**config.mk**
```make
export PLATFORM = sky130hd
export DESIGN_NAME = irq_frame_seq
export DESIGN_NICKNAME = d
export VERILOG_FILES = /design/src/rtl/irq_frame_pkg.sv /design/src/rtl/irq_frame_sp.sv /design/src/rtl/irq_frame_ctx.sv /design/src/rtl/irq_frame_ctl.sv /design/src/rtl/irq_frame_seq.sv
export SDC_FILE = /design/constraint.sdc
export NUM_CORES = 1
export LEC_CHECK = 0
export ABC_AREA = 1
export BUFFER_PORTS_ARGS = -buffer_cell sky130_fd_sc_hd__buf_2
export CAP_MARGIN = 30
export CORE_MARGIN = 5
export CORE_UTILIZATION = 56
export DETAILED_ROUTE_END_ITERATION = 8
export GPL_TIMING_DRIVEN = 0
export HOLD_SLACK_MARGIN = 0.05
export PLACE_DENSITY_LB_ADDON = 0.12
export SYNTH_ARGS = -nofsm -noshare
export SYNTH_HDL_FRONTEND = slang
export SYNTH_SLANG_ARGS = --single-unit
export TNS_END_PERCENT = 20
```
**constraint.sdc**
```tcl
create_clock -name clk -period 5.1 [get_ports clk]
set_clock_uncertainty 0.2 [all_clocks]
set_input_delay 0.51 -clock clk [delete_from_list [all_inputs] [get_ports clk]]
set_output_delay 0.51 -clock clk [all_outputs]
set_load 0.01 [all_outputs]
```
**src/rtl/irq_frame_pkg.sv**
```systemverilog
package irq_frame_pkg;

    typedef enum logic [3:0] {
        S_IDLE,
        S_PUSH_PCL,
        S_PUSH_PCH,
        S_PUSH_FLG,
        S_PUSH_CSR,
        S_VEC_LO,
        S_VEC_HI,
        S_POP_CSR,
        S_POP_FLG,
        S_POP_PCH,
        S_POP_PCL
    } seq_state_t;

    typedef enum logic [1:0] {
        K_INT,
        K_TRAP,
        K_IRET,
        K_RET
    } op_kind_t;

    localparam logic [15:0] TOP_VEC_OFS  = 16'h0004;
    localparam logic [15:0] DIV0_VEC_OFS = 16'h0002;

endpackage

```
**src/rtl/irq_frame_sp.sv**
```systemverilog
module irq_frame_sp #(
    parameter int             SP_W = 16,
    parameter logic [SP_W-1:0] TOS = 16'h00FF
) (
    input  logic            clk,
    input  logic            rst,
    input  logic            push,
    input  logic            pop,
    output logic [SP_W-1:0] stk_addr
);
    localparam logic [SP_W-1:0] SP_ONE = SP_W'(1);

    logic [SP_W-1:0] sp;

    always_ff @(posedge clk) begin
        if (rst)       sp <= TOS;
        else if (push) sp <= sp - SP_ONE;
        else if (pop)  sp <= sp + SP_ONE;
    end

    // Post-decrement push, pre-increment pop.
    assign stk_addr = pop ? (sp + SP_ONE) : sp;

    assert_one_dir_R2: assert property (@(posedge clk) disable iff (rst)
        $onehot0({push, pop}));

    assert_push_step_R2: assert property (@(posedge clk) disable iff (rst)
        push |=> sp == $past(sp) - SP_ONE);

    assert_pop_step_R5: assert property (@(posedge clk) disable iff (rst)
        pop |=> sp == $past(sp) + SP_ONE);

endmodule

```
**src/rtl/irq_frame_ctx.sv**
```systemverilog
module irq_frame_ctx #(
    parameter int NEST_MAX = 4
) (
    input  logic       clk,
    input  logic       rst,
    input  logic       mode_wr_en,
    input  logic       mode_wr_val,
    input  logic       csr_wr_en,
    input  logic [7:0] csr_wr_val,
    input  logic       csr_ld,
    input  logic [7:0] csr_ld_val,
    input  logic       enter_int,
    input  logic       enter_mode,
    input  logic       leave_int,
    input  logic [7:0] isr_seg,
    output logic       mode_cur,
    output logic       mode_top,
    output logic [7:0] csr_q,
    output logic [7:0] fetch_seg
);
    localparam int             DW   = $clog2(NEST_MAX + 1);
    localparam logic [DW-1:0]  DMAX = DW'(NEST_MAX);
    localparam logic [DW-1:0]  DONE = DW'(1);

    logic [DW-1:0]       depth;
    logic [NEST_MAX-1:0] hist;

    always_ff @(posedge clk) begin
        if (rst) begin
            mode_cur <= 1'b0;
            csr_q    <= 8'h00;
            depth    <= '0;
            hist     <= '0;
        end else begin
            if (mode_wr_en) mode_cur <= mode_wr_val;
            if (csr_ld)          csr_q <= csr_ld_val;
            else if (csr_wr_en)  csr_q <= csr_wr_val;
            if (enter_int) begin
                hist <= {hist[NEST_MAX-2:0], enter_mode};
                if (depth != DMAX) depth <= depth + DONE;
            end else if (leave_int) begin
                hist <= {1'b0, hist[NEST_MAX-1:1]};
                if (depth != '0) depth <= depth - DONE;
            end
        end
    end

    assign mode_top  = hist[0];
    assign fetch_seg = (depth != '0 && !hist[0]) ? isr_seg : csr_q;

    assert_csr_load_R4: assert property (@(posedge clk) disable iff (rst)
        csr_ld |=> csr_q == $past(csr_ld_val));

    assert_depth_step_R13: assert property (@(posedge clk) disable iff (rst)
        (enter_int && depth != DMAX) |=> depth == $past(depth) + DONE);

endmodule

```
**src/rtl/irq_frame_ctl.sv**
```systemverilog
module irq_frame_ctl
    import irq_frame_pkg::*;
#(
    parameter int CH_W = 3
) (
    input  logic            clk,
    input  logic            rst,
    input  logic            irq_req,
    input  logic            irq_top,
    input  logic [CH_W-1:0] irq_chan,
    input  logic [14-CH_W:0] vec_base,
    input  logic            div0_req,
    input  logic            iret_req,
    input  logic            ret_req,
    input  logic [15:0]     pc_in,
    input  logic [7:0]      flags_in,
    input  logic            mode_cur,
    input  logic            mode_top,
    input  logic [7:0]      isr_seg,
    input  logic [7:0]      fetch_seg,
    input  logic [7:0]      csr_q,
    input  logic [7:0]      stk_rdata,
    input  logic [7:0]      vec_rdata,
    output logic            busy,
    output logic            push,
    output logic            pop,
    output logic [7:0]      stk_wdata,
    output logic            vec_rd,
    output logic [7:0]      vec_seg,
    output logic [15:0]     vec_addr,
    output logic            pc_load,
    output logic [15:0]     pc_out,
    output logic            flags_load,
    output logic [7:0]      flags_out,
    output logic            enter_int,
    output logic            enter_mode,
    output logic            leave_int,
    output logic            csr_ld,
    output logic [7:0]      csr_ld_val
);
    seq_state_t state, nxt;
    op_kind_t   kind;
    logic       fmode;
    logic [15:0] pc_sv, vaddr;
    logic [7:0]  flg_sv, csr_sv, vseg, vlo, pch;

    // State register
    always_ff @(posedge clk) begin
        if (rst) state <= S_IDLE;
        else     state <= nxt;
    end

    // Transitions
    always_comb begin
        nxt = state;
        unique case (state)
            S_IDLE: begin
                if (div0_req || irq_req) nxt = S_PUSH_PCL;
                else if (iret_req)       nxt = mode_top ? S_POP_CSR : S_POP_FLG;
                else if (ret_req)        nxt = S_POP_PCH;
            end
            S_PUSH_PCL: nxt = S_PUSH_PCH;
            S_PUSH_PCH: nxt = (kind == K_TRAP) ? S_VEC_LO : S_PUSH_FLG;
            S_PUSH_FLG: nxt = fmode ? S_PUSH_CSR : S_VEC_LO;
            S_PUSH_CSR: nxt = S_VEC_LO;
            S_VEC_LO:   nxt = S_VEC_HI;
            S_VEC_HI:   nxt = S_IDLE;
            S_POP_CSR:  nxt = S_POP_FLG;
            S_POP_FLG:  nxt = S_POP_PCH;
            S_POP_PCH:  nxt = S_POP_PCL;
            S_POP_PCL:  nxt = S_IDLE;
            default:    nxt = S_IDLE;
        endcase
    end

    // Context captured at the start of a sequence and during it
    always_ff @(posedge clk) begin
        if (rst) begin
            kind   <= K_INT;
            fmode  <= 1'b0;
            pc_sv  <= '0;
            flg_sv <= '0;
            csr_sv <= '0;
            vseg   <= '0;
            vaddr  <= '0;
            vlo    <= '0;
            pch    <= '0;
        end else begin
            if (state == S_IDLE) begin
                pc_sv  <= pc_in;
                flg_sv <= flags_in;
                csr_sv <= csr_q;
                if (div0_req) begin
                    kind  <= K_TRAP;
                    fmode <= 1'b0;
                    vseg  <= fetch_seg;
                    vaddr <= DIV0_VEC_OFS;
                end else begin
                    vseg  <= isr_seg;
                    vaddr <= irq_top ? TOP_VEC_OFS : {vec_base, irq_chan, 1'b0};
                    if (irq_req) begin
                        kind  <= K_INT;
                        fmode <= mode_cur;
                    end else if (iret_req) begin
                        kind  <= K_IRET;
                        fmode <= mode_top;
                    end else begin
                        kind  <= K_RET;
                        fmode <= 1'b0;
                    end
                end
            end
            if (state == S_VEC_LO)  vlo <= vec_rdata;
            if (state == S_POP_PCH) pch <= stk_rdata;
        end
    end

    // Outputs
    always_comb begin
        busy       = (state != S_IDLE);
        push       = 1'b0;
        pop        = 1'b0;
        stk_wdata  = 8'h00;
        vec_rd     = 1'b0;
        vec_seg    = vseg;
        vec_addr   = vaddr;
        pc_load    = 1'b0;
        pc_out     = 16'h0000;
        flags_load = 1'b0;
        flags_out  = 8'h00;
        enter_int  = 1'b0;
        enter_mode = fmode;
        leave_int  = 1'b0;
        csr_ld     = 1'b0;
        csr_ld_val = 8'h00;
        unique case (state)
            S_IDLE: ;
            S_PUSH_PCL: begin push = 1'b1; stk_wdata = pc_sv[7:0];  end
            S_PUSH_PCH: begin push = 1'b1; stk_wdata = pc_sv[15:8]; end
            S_PUSH_FLG: begin push = 1'b1; stk_wdata = flg_sv;      end
            S_PUSH_CSR: begin push = 1'b1; stk_wdata = csr_sv;      end
            S_VEC_LO:   vec_rd = 1'b1;
            S_VEC_HI: begin
                vec_rd   = 1'b1;
                vec_addr = vaddr + 16'h0001;
                pc_load  = 1'b1;
                pc_out   = {vec_rdata, vlo};
                if (kind == K_INT) begin
                    enter_int  = 1'b1;
                    csr_ld     = fmode;
                    csr_ld_val = vseg;
                end
            end
            S_POP_CSR: begin
                pop        = 1'b1;
                csr_ld     = 1'b1;
                csr_ld_val = stk_rdata;
            end
            S_POP_FLG: begin
                pop        = 1'b1;
                flags_load = 1'b1;
                flags_out  = stk_rdata;
            end
            S_POP_PCH: pop = 1'b1;
            S_POP_PCL: begin
                pop       = 1'b1;
                pc_load   = 1'b1;
                pc_out    = {pch, stk_rdata};
                leave_int = (kind == K_IRET);
            end
            default: ;
        endcase
    end

    assert_idle_quiet_R1: assert property (@(posedge clk) disable iff (rst)
        !busy |-> (!push && !pop && !vec_rd && !pc_load));

    assert_trap_frame_R7: assert property (@(posedge clk) disable iff (rst)
        (state == S_VEC_LO && kind == K_TRAP) |-> $past(state) == S_PUSH_PCH);

    assert_pop_order_R5: assert property (@(posedge clk) disable iff (rst)
        (state == S_POP_PCL) |-> $past(state) == S_POP_PCH);

    assert_start_from_idle_R10: assert property (@(posedge clk) disable iff (rst)
        (state == S_PUSH_PCL) |-> $past(state) == S_IDLE);

endmodule

```
**src/rtl/irq_frame_seq.sv**
```systemverilog
module irq_frame_seq #(
    parameter int              CH_W     = 3,
    parameter int              NEST_MAX = 4,
    parameter int              SP_W     = 16,
    parameter logic [SP_W-1:0] TOS      = 16'h00FF
) (
    input  logic             clk,
    input  logic             rst,
    input  logic             mode_wr_en,
    input  logic             mode_wr_val,
    input  logic             csr_wr_en,
    input  logic [7:0]       csr_wr_val,
    input  logic [7:0]       isr_seg,
    input  logic             irq_req,
    input  logic             irq_top,
    input  logic [CH_W-1:0]  irq_chan,
    input  logic [14-CH_W:0] vec_base,
    input  logic             div0_req,
    input  logic             iret_req,
    input  logic             ret_req,
    input  logic [15:0]      pc_in,
    input  logic [7:0]       flags_in,
    output logic             busy,
    output logic             stk_we,
    output logic             stk_re,
    output logic [SP_W-1:0]  stk_addr,
    output logic [7:0]       stk_wdata,
    input  logic [7:0]       stk_rdata,
    output logic             vec_rd,
    output logic [7:0]       vec_seg,
    output logic [15:0]      vec_addr,
    input  logic [7:0]       vec_rdata,
    output logic             pc_load,
    output logic [15:0]      pc_out,
    output logic             flags_load,
    output logic [7:0]       flags_out,
    output logic [7:0]       fetch_seg
);
    logic       mode_cur, mode_top;
    logic [7:0] csr_q;
    logic       enter_int, enter_mode, leave_int, csr_ld;
    logic [7:0] csr_ld_val;

    irq_frame_ctl #(.CH_W(CH_W)) ctl_i (
        .clk        (clk),
        .rst        (rst),
        .irq_req    (irq_req),
        .irq_top    (irq_top),
        .irq_chan   (irq_chan),
        .vec_base   (vec_base),
        .div0_req   (div0_req),
        .iret_req   (iret_req),
        .ret_req    (ret_req),
        .pc_in      (pc_in),
        .flags_in   (flags_in),
        .mode_cur   (mode_cur),
        .mode_top   (mode_top),
        .isr_seg    (isr_seg),
        .fetch_seg  (fetch_seg),
        .csr_q      (csr_q),
        .stk_rdata  (stk_rdata),
        .vec_rdata  (vec_rdata),
        .busy       (busy),
        .push       (stk_we),
        .pop        (stk_re),
        .stk_wdata  (stk_wdata),
        .vec_rd     (vec_rd),
        .vec_seg    (vec_seg),
        .vec_addr   (vec_addr),
        .pc_load    (pc_load),
        .pc_out     (pc_out),
        .flags_load (flags_load),
        .flags_out  (flags_out),
        .enter_int  (enter_int),
        .enter_mode (enter_mode),
        .leave_int  (leave_int),
        .csr_ld     (csr_ld),
        .csr_ld_val (csr_ld_val)
    );

    irq_frame_sp #(.SP_W(SP_W), .TOS(TOS)) sp_i (
        .clk      (clk),
        .rst      (rst),
        .push     (stk_we),
        .pop      (stk_re),
        .stk_addr (stk_addr)
    );

    irq_frame_ctx #(.NEST_MAX(NEST_MAX)) ctx_i (
        .clk         (clk),
        .rst         (rst),
        .mode_wr_en  (mode_wr_en),
        .mode_wr_val (mode_wr_val),
        .csr_wr_en   (csr_wr_en),
        .csr_wr_val  (csr_wr_val),
        .csr_ld      (csr_ld),
        .csr_ld_val  (csr_ld_val),
        .enter_int   (enter_int),
        .enter_mode  (enter_mode),
        .leave_int   (leave_int),
        .isr_seg     (isr_seg),
        .mode_cur    (mode_cur),
        .mode_top    (mode_top),
        .csr_q       (csr_q),
        .fetch_seg   (fetch_seg)
    );

endmodule

```
==> summary.txt <==
Route
  • Antenna viol nets, final: 0
  • WL final: 17.38 mm
  • Total number of vias: around 6300
  • Vias per Instance: approximately 5.3
  • Remaining DRCs: 0
  • Initial DRC Count: between 500 and 600
  • Drt wl/cell: 14.72 um
  • Drt pass-1 iters: 5

Worst setup path
  • Setup crit start kind: flop
  • Highest-delay cell along the critical path: nor2_1
  • CP bufs+invs: 4
  • CP delay by family, top: simple AND/OR/NAND/NOR gates
  • Crit end category: output pin
  • Critical Path RT: 4390 ps
  • Critical path type: reg -> out
  • CP Max Fanout: 10
  • Critical path's largest stage delay: 480 ps
  • Critical path cell sequence: inv_1 -> nor2_1 -> inv_1 -> nor2_1 -> inv_2 -> nand2_1 -> buf_2
  • Worst r2r path cells: 8
  • Crit. path cell count: 7
  • WP data arrival: between 2000 and 2500 ps

Finish
  • Multi-input logic area: 3018 um2
  • Most common cell after layout, fill and taps aside: nand2_1
  • Final-layout fill cell count: ~1000
  • Post-route cell area: about 7000 um2
  • Storage cell area: around 2200 um2
  • Cell Count, Final, Fillers Out: roughly 1200
  • Nets: 1124
  • Most frequent cells in the layout: nand2_1 (191), buf_2 (176), nor2_1 (142)
  • Share of cells above drive strength 1: between 20 and 25%
  • Area Growth Syn to Fin: 20.87%
  • ANT cells: 0

Clock network
  • CTS resizes: 0
  • CTS tree: done
  • Clock buffer count from CTS: 9
  • Skew-Pair Late Insertion Delay: a little under 400 ps
  • Htree depth: 3
  • Hold_buf cts: 0
  • Post-CTS Setup Inserts: 0
  • CTS sink count: 110
  • Max clock buf depth: 2
  • Root Driver: clkbuf_8
  • CTS clk-pin slew, worst paths: 110 ps

Global routing
  • First-pass GRT wire length: 27.58 mm
  • Initial antenna violation count: 0
  • Vias in the first global route: roughly 5700
  • GRT overflow: 0
  • Total track usage: around 27%
  • Largest net degree at the start of global routing: 20

Floorplanning
  • Die Ht: 111.3 um
  • Initial Utilization: between 50% and 60%
  • FP Rows: 37
  • Num ports: approximately 170
  • Core Region: around 10000 um2
  • Die area: around 12000 um2
  • Die width: roughly 110 um

Placed design
  • Post-DP HPWL: between 10 and 15 mm
  • Gpl congestion: around 0.97
  • Number of port buffers: around 170
  • Placed Area: between 6000 and 7000 um2
  • Placed insts: 1165

Yosys
  • EDFF count, synth: 0
  • Post-synthesis sequential area ratio: a little under two fifths
  • Syn Area/Cell: between 6 and 7 um2
  • Mapped Nets: about 950
  • Ys flop type: dfxtp_1
  • Netlist Area Pre-Place: around 5800 um2
  • Synth Instances: around 860
  • Synth warn: 0
  • Yosys cell types: 39
  • Post-synthesis async set-or-reset flop share: 0%
  • Flops & latches, synth: 110

Min path
  • HP Class: in -> reg
  • Worst hold stages: 2

Power
  • PwrDens: 494.1 nW/um2
  • Maximum vdd ir drop: 0.3376 mV
  • Overall power: around 3.4 mW
  • Leak: between 3 and 4 nW

Outcome
  • Outcome: complete, no violations

STA
  • Fin Hold WS: 107.0 ps
  • Tmin final: ~2800 ps
  • Slew HR: around three fifths
  • RSZ-0062 raised after global routing: no
  • Fin. Hold Viols: 0
  • Worst-Margin Slew: 627.8 ps
  • Final setup viols: 0
  • Fmax: about 360 MHz
  • Setup TNS Final: 0 ps
  • Max Slew Vio Count: 0
  • Tcrit/Tclk final: between 50 and 60%

Run
  • Max_cap viols: 0
==> report_power, final <==
group          total [mW]  internal, mW  switching, mW
Sequential           1.29          1.11          0.171
Combinational        1.59         0.548           1.04
Clock               0.560         0.235          0.325
==> through the flow <==
| step | utilization, % | worst slack [ps] |
|---|---|---|
| final | 68.24 | 2290 |
| after global placement | 66.24 | 2743 |
| after CTS | 68.24 | 2323 |
| after floorplan | - | 3080 |
| after global routing | 68.24 | 2128 |
| after detailed placement | 66.24 | 2764 |
==> kinds of logic (layout without fill, tap and decap cells) <==
kind of cell    after synthesis  in the layout  synth area share [%]
compound gates              194            194                 17.97
xor+xnor                     12             12                 2.198
fa+ha+maj                     3              3                0.7832
buf+inv                     118            299                 9.225
flops                       110            110                 38.29
simple gates                427            427                 31.53
==> layer usage <==
| metal | part of all wire, % | GRT usage, % | vias up |
|---|---|---|---|
| met1 | 44 | 34.45 | 2841 |
| met2 | 47 | 45.15 | 255 |
| met5 | 0 | 0 | - |
| met3 | 7.1 | 5.000 | 35 |
| li1 | - | - | 3165 |
| met4 | 2.3 | 10.79 | 0 |
==> final timing paths <==
check	start	endpoint	slack, ps
setup / recovery	ctl_i.state[0]	vec_rd	2290
hold / removal	mode_wr_en	ctx_i.mode_cur	110
setup reg to reg	ctl_i.state[2]	ctx_i.depth[2]	2780
hold reg to reg	ctl_i.vaddr[9]	ctl_i.vaddr[9]	270
==> state kept, by name, summed over array words and instances, names as in the netlist <==
name	count
ctx_i.hist	4
ctl_i.vlo	8
ctx_i.depth	3
ctl_i.vaddr	15
ctl_i.pch	8
ctl_i.enter_mode	1
ctl_i.vec_seg	8
ctl_i.pc_sv	16
sp_i.sp	16
ctl_i.csr_sv	8
ctl_i.kind	2
ctx_i.csr_q	8
ctx_i.mode_cur	1
ctl_i.state	4
ctl_i.flg_sv	8
==> cells in the mapped netlist, types with 3 or more instances <==
cell type	n	area (um2)
nand2_1	191	716.9
nor2_1	142	533.0
dfxtp_1	110	2202
o21ai_0	106	530.5
inv_1	66	247.7
a21oi_1	63	315.3
nand3_1	46	230.2
nand4_1	18	112.6
clkbuf_1	17	63.81
buf_2	11	55.05
xor2_1	10	87.58
a22o_1	8	70.07
buf_6	6	67.56
nand2_2	6	37.54
nor3_1	6	30.03
o21ai_1	6	30.03
buf_4	5	37.54
inv_2	5	18.77
nor2_2	5	31.28
buf_1	3	11.26
inv_4	3	18.77
nand3_2	3	30.03
nor2_4	3	33.78
o211ai_1	3	22.52
o21ai_2	3	26.28
==> worst reg2reg max path, cell delays in order (launching register included) <==
cell,delay (ps)
dfxtp_1,420
nand2_1,160
nor2_4,300
nand2_2,180
fa_1,470
xnor3_1,340
nand2_1,70
nand2_1,50
nor2_1,80
==> area by class of cell <==
cell class	count	area share, %
multi-input cells	636	43.42
flip-flops and latches	110	31.68
repair buffers	165	11.88
inverters	74	4.104
plain buffers	44	3.528
well taps	136	2.448
clock buffers	9	1.782
clock inverters	7	1.152
No activity file was read; power rests on OpenSTA's default activity.
